[src/rtl/rtcbank_pkg.sv]
package rtcbank_pkg;

    parameter int BYTE_W   = 8;
    parameter int NIB_W    = 4;
    parameter int NUM_TIME = 7;
    localparam int NUM_REG = NUM_TIME + 1;
    localparam int IDX_W   = $clog2(NUM_REG);
    localparam int CNT_W   = IDX_W + 1;

    typedef logic [BYTE_W-1:0] byte_t;
    typedef logic [CNT_W-1:0]  cnt_t;

    localparam cnt_t CNT_FULL = cnt_t'(NUM_REG);

    // Field order is burst order: seconds occupy the low byte.
    typedef enum logic [IDX_W-1:0] {
        F_SEC  = 3'd0,
        F_MIN  = 3'd1,
        F_HR   = 3'd2,
        F_DATE = 3'd3,
        F_MON  = 3'd4,
        F_DOW  = 3'd5,
        F_YR   = 3'd6,
        F_CTRL = 3'd7
    } field_e;

    typedef struct packed {
        byte_t yr;
        byte_t dow;
        byte_t mon;
        byte_t date;
        byte_t hr;
        byte_t min;
        byte_t sec;
    } clock_t;

    localparam clock_t CLOCK_RST = '{
        yr: 8'h00, dow: 8'h01, mon: 8'h01, date: 8'h01,
        hr: 8'h00, min: 8'h00, sec: 8'h00
    };

    function automatic byte_t bcd_step(input byte_t v);
        byte_t r;
        if (v[NIB_W-1:0] == 4'h9)
            r = {v[BYTE_W-1:NIB_W] + 4'h1, 4'h0};
        else
            r = v + byte_t'(1);
        return r;
    endfunction

    function automatic logic bcd_leap(input byte_t yr);
        logic [NIB_W-1:0] hi, lo;
        hi = yr[BYTE_W-1:NIB_W];
        lo = yr[NIB_W-1:0];
        if (hi[0])
            return (lo == 4'h2) || (lo == 4'h6);
        else
            return (lo == 4'h0) || (lo == 4'h4) || (lo == 4'h8);
    endfunction

    function automatic byte_t month_last(input byte_t mon, input byte_t yr);
        byte_t r;
        case (mon)
            8'h02:                      r = bcd_leap(yr) ? 8'h29 : 8'h28;
            8'h04, 8'h06, 8'h09, 8'h11: r = 8'h30;
            default:                    r = 8'h31;
        endcase
        return r;
    endfunction

    function automatic clock_t clock_next(input clock_t t);
        clock_t n;
        n = t;
        if (t.sec != 8'h59) begin
            n.sec = bcd_step(t.sec);
        end else begin
            n.sec = 8'h00;
            if (t.min != 8'h59) begin
                n.min = bcd_step(t.min);
            end else begin
                n.min = 8'h00;
                if (t.hr != 8'h23) begin
                    n.hr = bcd_step(t.hr);
                end else begin
                    n.hr  = 8'h00;
                    n.dow = (t.dow == 8'h07) ? 8'h01 : bcd_step(t.dow);
                    if (t.date != month_last(t.mon, t.yr)) begin
                        n.date = bcd_step(t.date);
                    end else begin
                        n.date = 8'h01;
                        if (t.mon != 8'h12) begin
                            n.mon = bcd_step(t.mon);
                        end else begin
                            n.mon = 8'h01;
                            n.yr  = (t.yr == 8'h99) ? 8'h00 : bcd_step(t.yr);
                        end
                    end
                end
            end
        end
        return n;
    endfunction

endpackage

[src/rtl/rtcbank_clock.sv]
module rtcbank_clock
    import rtcbank_pkg::*;
(
    input  logic   clk,
    input  logic   rst,
    input  logic   tick,
    input  logic   load,
    input  clock_t load_val,
    output clock_t now
);

    always_ff @(posedge clk) begin
        if (rst)
            now <= CLOCK_RST;
        else if (tick)
            now <= load ? load_val : clock_next(now);
    end

endmodule

[src/rtl/rtcbank_access.sv]
module rtcbank_access
    import rtcbank_pkg::*;
(
    input  logic   clk,
    input  logic   rst,
    input  logic   sec_tick,
    input  logic   bus_start,
    input  logic   bus_wr,
    input  logic   bus_valid,
    input  byte_t  bus_wdata,
    input  logic   bus_end,
    input  logic   bus_abort,
    output logic   rd_active,
    output cnt_t   rd_idx,
    output logic   rd_capture,
    output logic   wr_done,
    output clock_t stage,
    output logic   pend,
    output byte_t  ctrl
);

    logic   active_q, is_wr_q;
    cnt_t   cnt_q;
    byte_t  buf_q [NUM_REG];
    clock_t buf_clock;
    logic   begin_ok, step_ok;

    for (genvar g = 0; g < NUM_TIME; g++) begin : g_pack
        assign buf_clock[g*BYTE_W +: BYTE_W] = buf_q[g];
    end

    always_comb begin
        begin_ok   = bus_start & ~bus_end & ~bus_abort;
        step_ok    = bus_valid & ~bus_start & ~bus_end & ~bus_abort
                     & active_q & (cnt_q < CNT_FULL);
        rd_capture = begin_ok & ~bus_wr;
        wr_done    = active_q & is_wr_q & bus_end & ~bus_abort
                     & (cnt_q == CNT_FULL);
        rd_active  = active_q & ~is_wr_q;
        rd_idx     = cnt_q;
    end

    always_ff @(posedge clk) begin
        if (rst) begin
            active_q <= 1'b0;
            is_wr_q  <= 1'b0;
            cnt_q    <= '0;
            for (int i = 0; i < NUM_REG; i++) buf_q[i] <= '0;
        end else begin
            if (bus_abort || bus_end) begin
                active_q <= 1'b0;
            end else if (begin_ok) begin
                active_q <= 1'b1;
                is_wr_q  <= bus_wr;
                cnt_q    <= '0;
            end else if (step_ok) begin
                if (is_wr_q) buf_q[cnt_q[IDX_W-1:0]] <= bus_wdata;
                cnt_q <= cnt_q + cnt_t'(1);
            end
        end
    end

    // Staged value and pending flag: a completion wins over a tick clear.
    always_ff @(posedge clk) begin
        if (rst) begin
            pend  <= 1'b0;
            stage <= CLOCK_RST;
            ctrl  <= '0;
        end else if (wr_done) begin
            pend  <= 1'b1;
            stage <= buf_clock;
            ctrl  <= buf_q[F_CTRL];
        end else if (sec_tick) begin
            pend  <= 1'b0;
        end
    end

endmodule

[src/rtl/rtcbank_snap.sv]
module rtcbank_snap
    import rtcbank_pkg::*;
(
    input  logic   clk,
    input  logic   rst,
    input  logic   capture,
    input  clock_t live,
    input  byte_t  ctrl,
    input  logic   rd_active,
    input  cnt_t   rd_idx,
    output byte_t  rdata
);

    clock_t snap_q;
    byte_t  lanes [NUM_REG];

    always_ff @(posedge clk) begin
        if (rst)
            snap_q <= CLOCK_RST;
        else if (capture)
            snap_q <= live;
    end

    for (genvar g = 0; g < NUM_TIME; g++) begin : g_lane
        assign lanes[g] = snap_q[g*BYTE_W +: BYTE_W];
    end
    assign lanes[F_CTRL] = ctrl;

    always_comb begin
        if (rd_active && (rd_idx < CNT_FULL))
            rdata = lanes[rd_idx[IDX_W-1:0]];
        else
            rdata = '0;
    end

endmodule

[src/rtl/rtcbank_top.sv]
module rtcbank_top
    import rtcbank_pkg::*;
(
    input  logic              clk,
    input  logic              rst,
    input  logic              sec_tick,
    input  logic              bus_start,
    input  logic              bus_wr,
    input  logic              bus_valid,
    input  logic [BYTE_W-1:0] bus_wdata,
    input  logic              bus_end,
    input  logic              bus_abort,
    output logic [BYTE_W-1:0] bus_rdata,
    output logic              commit_pending
);

    clock_t live_t, stage_t;
    byte_t  ctrl_b;
    logic   rd_active, rd_capture, wr_done, pend;
    cnt_t   rd_idx;

    rtcbank_access u_access (
        .clk        (clk),
        .rst        (rst),
        .sec_tick   (sec_tick),
        .bus_start  (bus_start),
        .bus_wr     (bus_wr),
        .bus_valid  (bus_valid),
        .bus_wdata  (bus_wdata),
        .bus_end    (bus_end),
        .bus_abort  (bus_abort),
        .rd_active  (rd_active),
        .rd_idx     (rd_idx),
        .rd_capture (rd_capture),
        .wr_done    (wr_done),
        .stage      (stage_t),
        .pend       (pend),
        .ctrl       (ctrl_b)
    );

    rtcbank_clock u_clock (
        .clk      (clk),
        .rst      (rst),
        .tick     (sec_tick),
        .load     (pend),
        .load_val (stage_t),
        .now      (live_t)
    );

    rtcbank_snap u_snap (
        .clk       (clk),
        .rst       (rst),
        .capture   (rd_capture),
        .live      (live_t),
        .ctrl      (ctrl_b),
        .rd_active (rd_active),
        .rd_idx    (rd_idx),
        .rdata     (bus_rdata)
    );

    assign commit_pending = pend;

endmodule

[config.mk]
export PLATFORM = sky130hd
export DESIGN_NAME = rtcbank_top
export DESIGN_NICKNAME = d
export VERILOG_FILES = /design/src/rtl/rtcbank_pkg.sv /design/src/rtl/rtcbank_clock.sv /design/src/rtl/rtcbank_access.sv /design/src/rtl/rtcbank_snap.sv /design/src/rtl/rtcbank_top.sv
export SDC_FILE = /design/constraint.sdc
export NUM_CORES = 1
export LEC_CHECK = 0
export BUFFER_PORTS_ARGS = -buffer_cell sky130_fd_sc_hd__buf_2
export CAP_MARGIN = 20
export CORE_UTILIZATION = 45
export DETAILED_ROUTE_END_ITERATION = 10
export PLACE_DENSITY_LB_ADDON = 0.2
export REMOVE_ABC_BUFFERS = 1
export SKIP_CTS_REPAIR_TIMING = 1
export SLEW_MARGIN = 20
export SYNTH_ARGS = -nofsm -noshare
export SYNTH_HDL_FRONTEND = slang
export SYNTH_SLANG_ARGS = --single-unit
export TNS_END_PERCENT = 1
[constraint.sdc]
create_clock -name clk -period 5.1 [get_ports clk]
set_input_delay 0 -clock clk [delete_from_list [all_inputs] [get_ports clk]]
set_output_delay 0 -clock clk [all_outputs]
set_load 0.005 [all_outputs]
# Word-level counts from Yosys, hierarchy flattened
# Memories as Yosys holds them, arrays and structs flattened. A register that Yosys moved wholly into a read port is not among the register bits.
# Cells that the tools add are included.
[totals]
ff_bits = 119
ramBits = 64
inputBits = 16
out_inout_bits = 9
word_cells = 157
mem_count = 1
[memory_table]
columns = ["name", "depth", "width", "rd", "rd_clocked_by_memory_dff", "write_ports", "line", "source"]
rows = [
  ["u_access.buf_q", 8, 8, 8, 8, 8, "rtcbank_access.sv:24", "byte_t buf_q [NUM_REG];"],
]
[op_classes]
addsub = 15
n_lt_le_gt_ge = 2
eq_ne = 29
n_mux = 54
n_bitwise = 20
reduce_logical = 18
[op_table]
columns = ["operator", "n"]
rows = [
  ["$mux W8", 26],
  ["$add A8 B1 Y8 const B", 7],
  ["$mux W56", 1],
  ["$mux W48", 1],
  ["$mux W40", 1],
  ["$eq A4 B4 Y1 const B", 9],
  ["$add A4 B1 Y4 const B", 8],
  ["$mux W32", 1],
  ["$bmux W8 S3", 1],
  ["$eq A8 B3 Y1 const B", 3],
  ["$mux W1", 19],
  ["$ne A8 B7 Y1 const B", 2],
  ["$pmux W8 S2", 1],
  ["$and A1 B1 Y1", 13],
  ["$ne A2 B2 Y1 const B", 5],
  ["$eq A4 B3 Y1 const B", 2],
  ["$eq A8 B2 Y1 const B", 1],
  ["$eq A8 B4 Y1 const B", 1],
  ["$eq A8 B5 Y1 const B", 1],
  ["$eq A8 B8 Y1 const B", 1],
  ["$mux W4", 2],
  ["$ne A8 B5 Y1 const B", 1],
  ["$ne A8 B6 Y1 const B", 1],
  ["$ne A8 B8 Y1", 1],
  ["18 further kinds", 29],
]

# Logic depth before layout (Yosys ltp)
[logic_depth]
depth_word = 23
ltp_mapped = 10
depth_no_buf = 8

# Cells and area by module
# Synthesis repeated with hierarchy kept, for this count alone.
[unflattened]
hier_cells = 1304
area_unflattened_um2 = 12588.3
[by_module_without_submodules]
columns = ["module", "n_inst", "cells_per_inst", "area_each_um2", "seq_area_each_um2"]
rows = [
  ["rtcbank_access", 1, 493, 5699.2, 3343.2],
  ["rtcbank_clock", 1, 561, 4281.6, 1121.1],
  ["rtcbank_snap", 1, 250, 2607.5, 1121.1],
]

# Worst setup path after synthesis
# No wires, ideal clock.
[synth_timing]
path_type = "reg-to-reg"
from = "reg u_clock.now[36] in the netlist's numbering"
to = "reg u_clock.now[34] in the netlist's numbering"
setup_time_ns = 0.116
arrival_ns = 2.136
required_ns = 4.984
setup_slack_ns = 2.848
path_stages_with_launch = 9
n_path_buf = 0
cell_sequence = "dfxtp_1 > inv_1 > ha_1 > nor3b_1 > o2111ai_1 > and4_1 > o211ai_2 > mux2_2 > a31o_2"
[synth_between]
elab_chain_cells = 11
elab_cells_between_ends = 22
classes_between = "eq/ne: 8; mux: 12; reduce/logical: 2"
[synth_lines]
columns = ["item", "line", "source"]
rows = [
  ["start, declared", "rtcbank_clock.sv:9", "output clock_t now"],
  ["start signal, assigned", "rtcbank_clock.sv:16", "now <= load ? load_val : clock_next(now);"],
  ["$eq A8 B3 Y1, or another cell as far along", "rtcbank_pkg.sv:63", "case (mon)"],
  ["$reduce_or A4 Y1", "rtcbank_pkg.sv:63", ""],
  ["$pmux W8 S2", "rtcbank_pkg.sv:63", ""],
  ["$mux W8", "rtcbank_pkg.sv:82", "if (t.hr != 8'h23) begin"],
  ["$mux W8", "rtcbank_pkg.sv:78", "if (t.min != 8'h59) begin"],
  ["$mux W8", "rtcbank_pkg.sv:74", "if (t.sec != 8'h59) begin"],
  ["$mux W8", "rtcbank_clock.sv:15", "else if (tick)"],
  ["$mux W8", "rtcbank_clock.sv:13", "if (rst)"],
  ["$ne A8 B8 Y1", "rtcbank_pkg.sv:87", "if (t.date != month_last(t.mon, t.yr)) begin"],
  ["$ne A2 B2 Y1 (no line)", "-", ""],
  ["$reduce_and A5 Y1 (no line)", "-", ""],
]
# Several ways; a longest one is shown, not always the timed one. The select of a mux whose other input is x is not followed.
# A chain may end at the register's enable or synchronous reset.

# Worst setup path in the final report
[layout_timing]
from = "reg u_access.cnt_q[1] (netlist: u_access.rd_idx[1])"
to = "reg u_access.ctrl[7], read port of u_access.buf_q"
[layout_between]
elab_chain_cells = 2
[layout_lines]
columns = ["item", "line", "source"]
rows = [
  ["start, declared", "rtcbank_access.sv:23", "cnt_t cnt_q;"],
  ["start signal, assigned", "rtcbank_access.sv:58", "cnt_q <= cnt_q + cnt_t'(1);"],
  ["$eq A4 B4 Y1", "rtcbank_access.sv:38", "& (cnt_q == CNT_FULL);"],
  ["$and A1 B1 Y1", "rtcbank_access.sv:38", ""],
  ["end, declared", "rtcbank_access.sv:19", "output byte_t ctrl"],
]
# Every way passes these cells.

==> impl_table.tex <==
\begin{tabular}{lr}
\hline
Metric & Value \\
\hline
\multicolumn{2}{l}{\textbf{Timing}} \\
Fin crit share & 62.94\% \\
Max frequency & 311.5 MHz \\
Minimum clock period after layout & 3.210 ns \\
Relative max-transition margin & 31.60\% \\
Count of final max-slew check failures & 0 \\
Final setup vio count & 0 \\
Setup Total Neg Slack & 0 ns \\
Worst slew pin tran & 1.015 ns \\
Final clock skew & 0.01598 ns \\
Unrepaired setup endpoints after global routing & false \\
Count of endpoints failing hold in the final timing report & 0 \\
Worst path setup slack after routing & 1.890 ns \\
\multicolumn{2}{l}{\textbf{CTS}} \\
Clock Sink Count & 247 \\
Clock buffers created by TritonCTS & 26 \\
Source-to-sink clock delay at the later pin of the worst-skew pair & 0.53 ns \\
CTS tree & yes \\
Clk Tree Root Cell & sky130\_fd\_sc\_hd\_\_clkbuf\_16 \\
Buffer levels on the longest clock path & 3 \\
Clk slew on worst S/H paths & 0.06 ns \\
H-tree depth & 1 \\
\multicolumn{2}{l}{\textbf{Layout}} \\
Antenna cells & 0 \\
Relative area change from synthesis to final layout & 11.35\% \\
Number of filler instances in the final layout & 2388 \\
Number of nets in the layout & 1390 \\
Number of cells in the finished layout apart from fillers & 1698 \\
Fraction of final layout cells sized beyond drive strength 1 & 7.822\% \\
\multicolumn{2}{l}{\textbf{Setup path}} \\
Data required time at the worst endpoint & 5.56 ns \\
CP max stage cell & sky130\_fd\_sc\_hd\_\_and4\_2 \\
Worst Path Max Fanout & 38 \\
Worst stage delay on the critical path & 0.89 ns \\
Arrival time of the worst setup path & 3.67 ns \\
Class of the most critical setup path & flop to flop \\
Category of the worst setup path capture point & flop \\
Sequence of cells on the critical path & inv\_1 > ha\_1 > nor4bb\_1 > and4\_2 > buf\_4 > nand2\_1 > a21oi\_1 \\
Critical path buffers and inverters & 2 \\
Crit-path leading delay family & simple AND/OR/NAND/NOR gates \\
Crit start category & flop \\
\multicolumn{2}{l}{\textbf{Synthesis}} \\
Mean cell area of the mapped netlist & 8.653 um2 \\
Count of different cell masters after synthesis & 79 \\
Area fraction of the dominant cell type after synthesis & 31.11\% \\
Synth warn & 0 \\
Compound-cell area share of the yosys netlist & 18.46\% \\
Synth Area in Adders & 2.762\% \\
Count of state elements after synthesis & 247 \\
Number of flops mapped to enable cells by yosys & 64 \\
Sequential area share after synthesis & 47.43\% \\
Synthesized-area fraction occupied by and/or/nand/nor cells & 22.93\% \\
Post-synth top area cell & sky130\_fd\_sc\_hd\_\_dfxtp\_1 \\
Area share of xor/xnor cells in the synthesized design & 0.7437\% \\
Combinational family with the most area after synthesis & simple AND/OR/NAND/NOR gates \\
Cell types occupying the most area after synthesis & sky130\_fd\_sc\_hd\_\_dfxtp\_1, sky130\_fd\_sc\_hd\_\_edfxtp\_1, sky130\_fd\_sc\_hd\_\_nand2\_1 \\
Cell count after synthesis & 1361 \\
Portion of netlist area occupied by mux cells & 3.570\% \\
Area of the mapped netlist & 11780 um2 \\
Dominant register cell in the synthesized netlist & sky130\_fd\_sc\_hd\_\_dfxtp\_1 \\
Async set or reset register ratio after synthesis & 0\% \\
\multicolumn{2}{l}{\textbf{Power}} \\
Maximum vdd ir drop & 231.0 uV \\
Power density of the placed cells & 315.0 nW/um2 \\
Leakage power figure & 4.476 nW \\
\multicolumn{2}{l}{\textbf{Floorplanning}} \\
Die footprint & 26820 um2 \\
I/O pin count & 25 \\
Floorplan row count & 58 \\
Area of the placeable core & 25400 um2 \\
Floorplan die width & 163.8 um \\
Initial Utilization & 46.36\% \\
Die Y & 163.8 um \\
\multicolumn{2}{l}{\textbf{Placement}} \\
Placed Cells & 1634 \\
Sum of net half-perimeters after detailed placement & 21190 um \\
Port buffer count & 24 \\
Dpl ws & 1.915 ns \\
Final weighted congestion in routability-driven placement & 0.8359 \\
\multicolumn{2}{l}{\textbf{Routing}} \\
Detailed-router iteration count before antenna repair & 5 \\
Routed Antenna Nets & 0 \\
Total via count after detailed routing & 9784 \\
Drt initial violations & 1069 \\
DRC Markers & 0 \\
Via count normalized by instance count & 5.762 \\
Avg WL per Cell & 19.01 um \\
Detailed-route wire length & 32280 um \\
\multicolumn{2}{l}{\textbf{Min path}} \\
Class of the tightest hold or removal check & input port to flop \\
\multicolumn{2}{l}{\textbf{Outcome}} \\
Outcome & finished, final reports clean \\
\multicolumn{2}{l}{\textbf{GRT}} \\
First-pass GRT wire length & 50670 um \\
Initial antenna violation count & 1 \\
Total routing resource utilization after global routing & 24.39\% \\
Pin count of the biggest net entering global routing & 107 \\
GRT Residual Overflow & 0 \\
Vias in the first global route & 8782 \\
\multicolumn{2}{l}{\textbf{Job}} \\
Max Cap Viol & 0 \\
\hline
\end{tabular}
## report_power, final
group | internal (mW) | switching (mW)
registers | 2.03 | 0.0185
logic | 0.0299 | 0.0810
clock network | 1.19 | 0.783
## cells by family after synthesis
kind of cell	Yosys count
simple gates	577
fa+ha+maj	26
flops	247
xor+xnor	10
buf+inv	125
compound gates	343
mux	33
## sequential cells by signal (all words and copies together) (netlist names)
name / cells
u_access.rd_idx: 4
u_access.buf_q: 64
u_access.pend: 1
u_access.active_q: 1
u_clock.now: 56
u_access.ctrl: 8
u_access.stage: 56
u_snap.lanes: 56
u_access.is_wr_q: 1
## path summary, 6_finish.rpt
kind / from / end / slack [ns] / cells past startpoint
setup / recovery: u_access.rd_idx[1]$_SDFFE_PP0P_ / u_access.ctrl[7]$_SDFFE_PP0P_ / 1.89 / 7
setup reg to reg: u_access.rd_idx[1]$_SDFFE_PP0P_ / u_access.ctrl[7]$_SDFFE_PP0P_ / 1.89 / 7
hold reg to reg: u_access.stage[47]$_SDFFE_PP0P_ / u_access.stage[47]$_SDFFE_PP0P_ / 0.45 / 2
hold / removal: rst / u_access.stage[50]$_SDFFE_PP0P_ / 0.01 / 2
## Yosys cell counts, types with 5 or more instances
cell                       count
sky130_fd_sc_hd__nor2b_1      12
sky130_fd_sc_hd__nor2_1       78
sky130_fd_sc_hd__nor4_1        5
sky130_fd_sc_hd__xor2_1        5
sky130_fd_sc_hd__o221ai_1      5
sky130_fd_sc_hd__inv_1        30
sky130_fd_sc_hd__and3_1        6
sky130_fd_sc_hd__nand2b_1     14
sky130_fd_sc_hd__clkbuf_1     72
sky130_fd_sc_hd__buf_1        14
sky130_fd_sc_hd__a211oi_1     13
sky130_fd_sc_hd__o31ai_1       7
sky130_fd_sc_hd__mux2_2        9
sky130_fd_sc_hd__nor3_1       11
sky130_fd_sc_hd__mux4_2        6
sky130_fd_sc_hd__a221oi_1     19
sky130_fd_sc_hd__edfxtp_1     64
sky130_fd_sc_hd__a32oi_1       5
sky130_fd_sc_hd__mux2i_1      17
sky130_fd_sc_hd__dfxtp_1     183
sky130_fd_sc_hd__o21ai_0      45
sky130_fd_sc_hd__o211ai_1      9
sky130_fd_sc_hd__a221o_1       5
sky130_fd_sc_hd__nand3_1      21
sky130_fd_sc_hd__nor3b_1       6
sky130_fd_sc_hd__nand4_1       6
sky130_fd_sc_hd__a31oi_1       7
sky130_fd_sc_hd__xnor2_1       5
sky130_fd_sc_hd__a21oi_1     161
sky130_fd_sc_hd__ha_1         26
sky130_fd_sc_hd__and3b_1       6
sky130_fd_sc_hd__a22oi_1      14
sky130_fd_sc_hd__and2_1       70
sky130_fd_sc_hd__nand3b_1     11
sky130_fd_sc_hd__nand2_1     309
sky130_fd_sc_hd__a32o_1        6
sky130_fd_sc_hd__buf_2         6
## through the flow
| step | hold WS [ns] | cell area, um2 | power, mW | utilization (%) |
|---|---|---|---|---|
| 2_1_floorplan | 0.06625 | 11410 | 2.125 | - |
| 3_3_place_gp | 0.3031 | 12060 | 2.194 | 47.50 |
| 3_5_place_dp | 0.3037 | 12060 | 2.196 | 47.50 |
| 4_1_cts | -0.2538 | 12950 | 4.158 | 50.99 |
| 5_1_grt | 0.05063 | 13110 | 4.264 | 51.63 |
| 6_report | 0.01370 | 13110 | 4.130 | 51.63 |
## routing by layer
layer | global-route usage (%) | vias up | part of all wire, %
met4 | 5.724 | 0 | 1.8
met2 | 35.19 | 289 | 43
met3 | 4.646 | 43 | 6.7
met5 | 0 | - | 0
met1 | 37.13 | 4678 | 49
li1 | - | 4774 | -
## area by class of cell
cell class | count | area (um2) | area share (%)
inverter | 32 | 120.1 | 0.9160
multi-input combinational | 989 | 5718 | 43.61
timing repair buffer | 52 | 389.1 | 2.968
sequential | 247 | 5587 | 42.60
tap | 330 | 412.9 | 3.149
clock inverter | 13 | 170.2 | 1.298
clock buffer | 35 | 715.7 | 5.458
## placed cells by master (no fill, tap or decap), types with 14 or more instances in the layout
cell type	synthesis	final
sky130_fd_sc_hd__nor2_1	78	77
sky130_fd_sc_hd__dlygate4sd3_1	0	16
sky130_fd_sc_hd__clkbuf_16	0	27
sky130_fd_sc_hd__a221oi_1	19	19
sky130_fd_sc_hd__a21oi_1	161	161
sky130_fd_sc_hd__buf_2	6	23
sky130_fd_sc_hd__edfxtp_1	64	64
sky130_fd_sc_hd__inv_1	30	30
sky130_fd_sc_hd__o21ai_0	45	42
sky130_fd_sc_hd__mux2i_1	17	17
sky130_fd_sc_hd__and2_1	70	70
sky130_fd_sc_hd__nand2_1	309	309
sky130_fd_sc_hd__nand3_1	21	21
sky130_fd_sc_hd__nand2b_1	14	14
sky130_fd_sc_hd__a22oi_1	14	14
sky130_fd_sc_hd__dfxtp_1	183	182
sky130_fd_sc_hd__ha_1	26	26
Note: power is estimated with default switching activity, not from simulation.
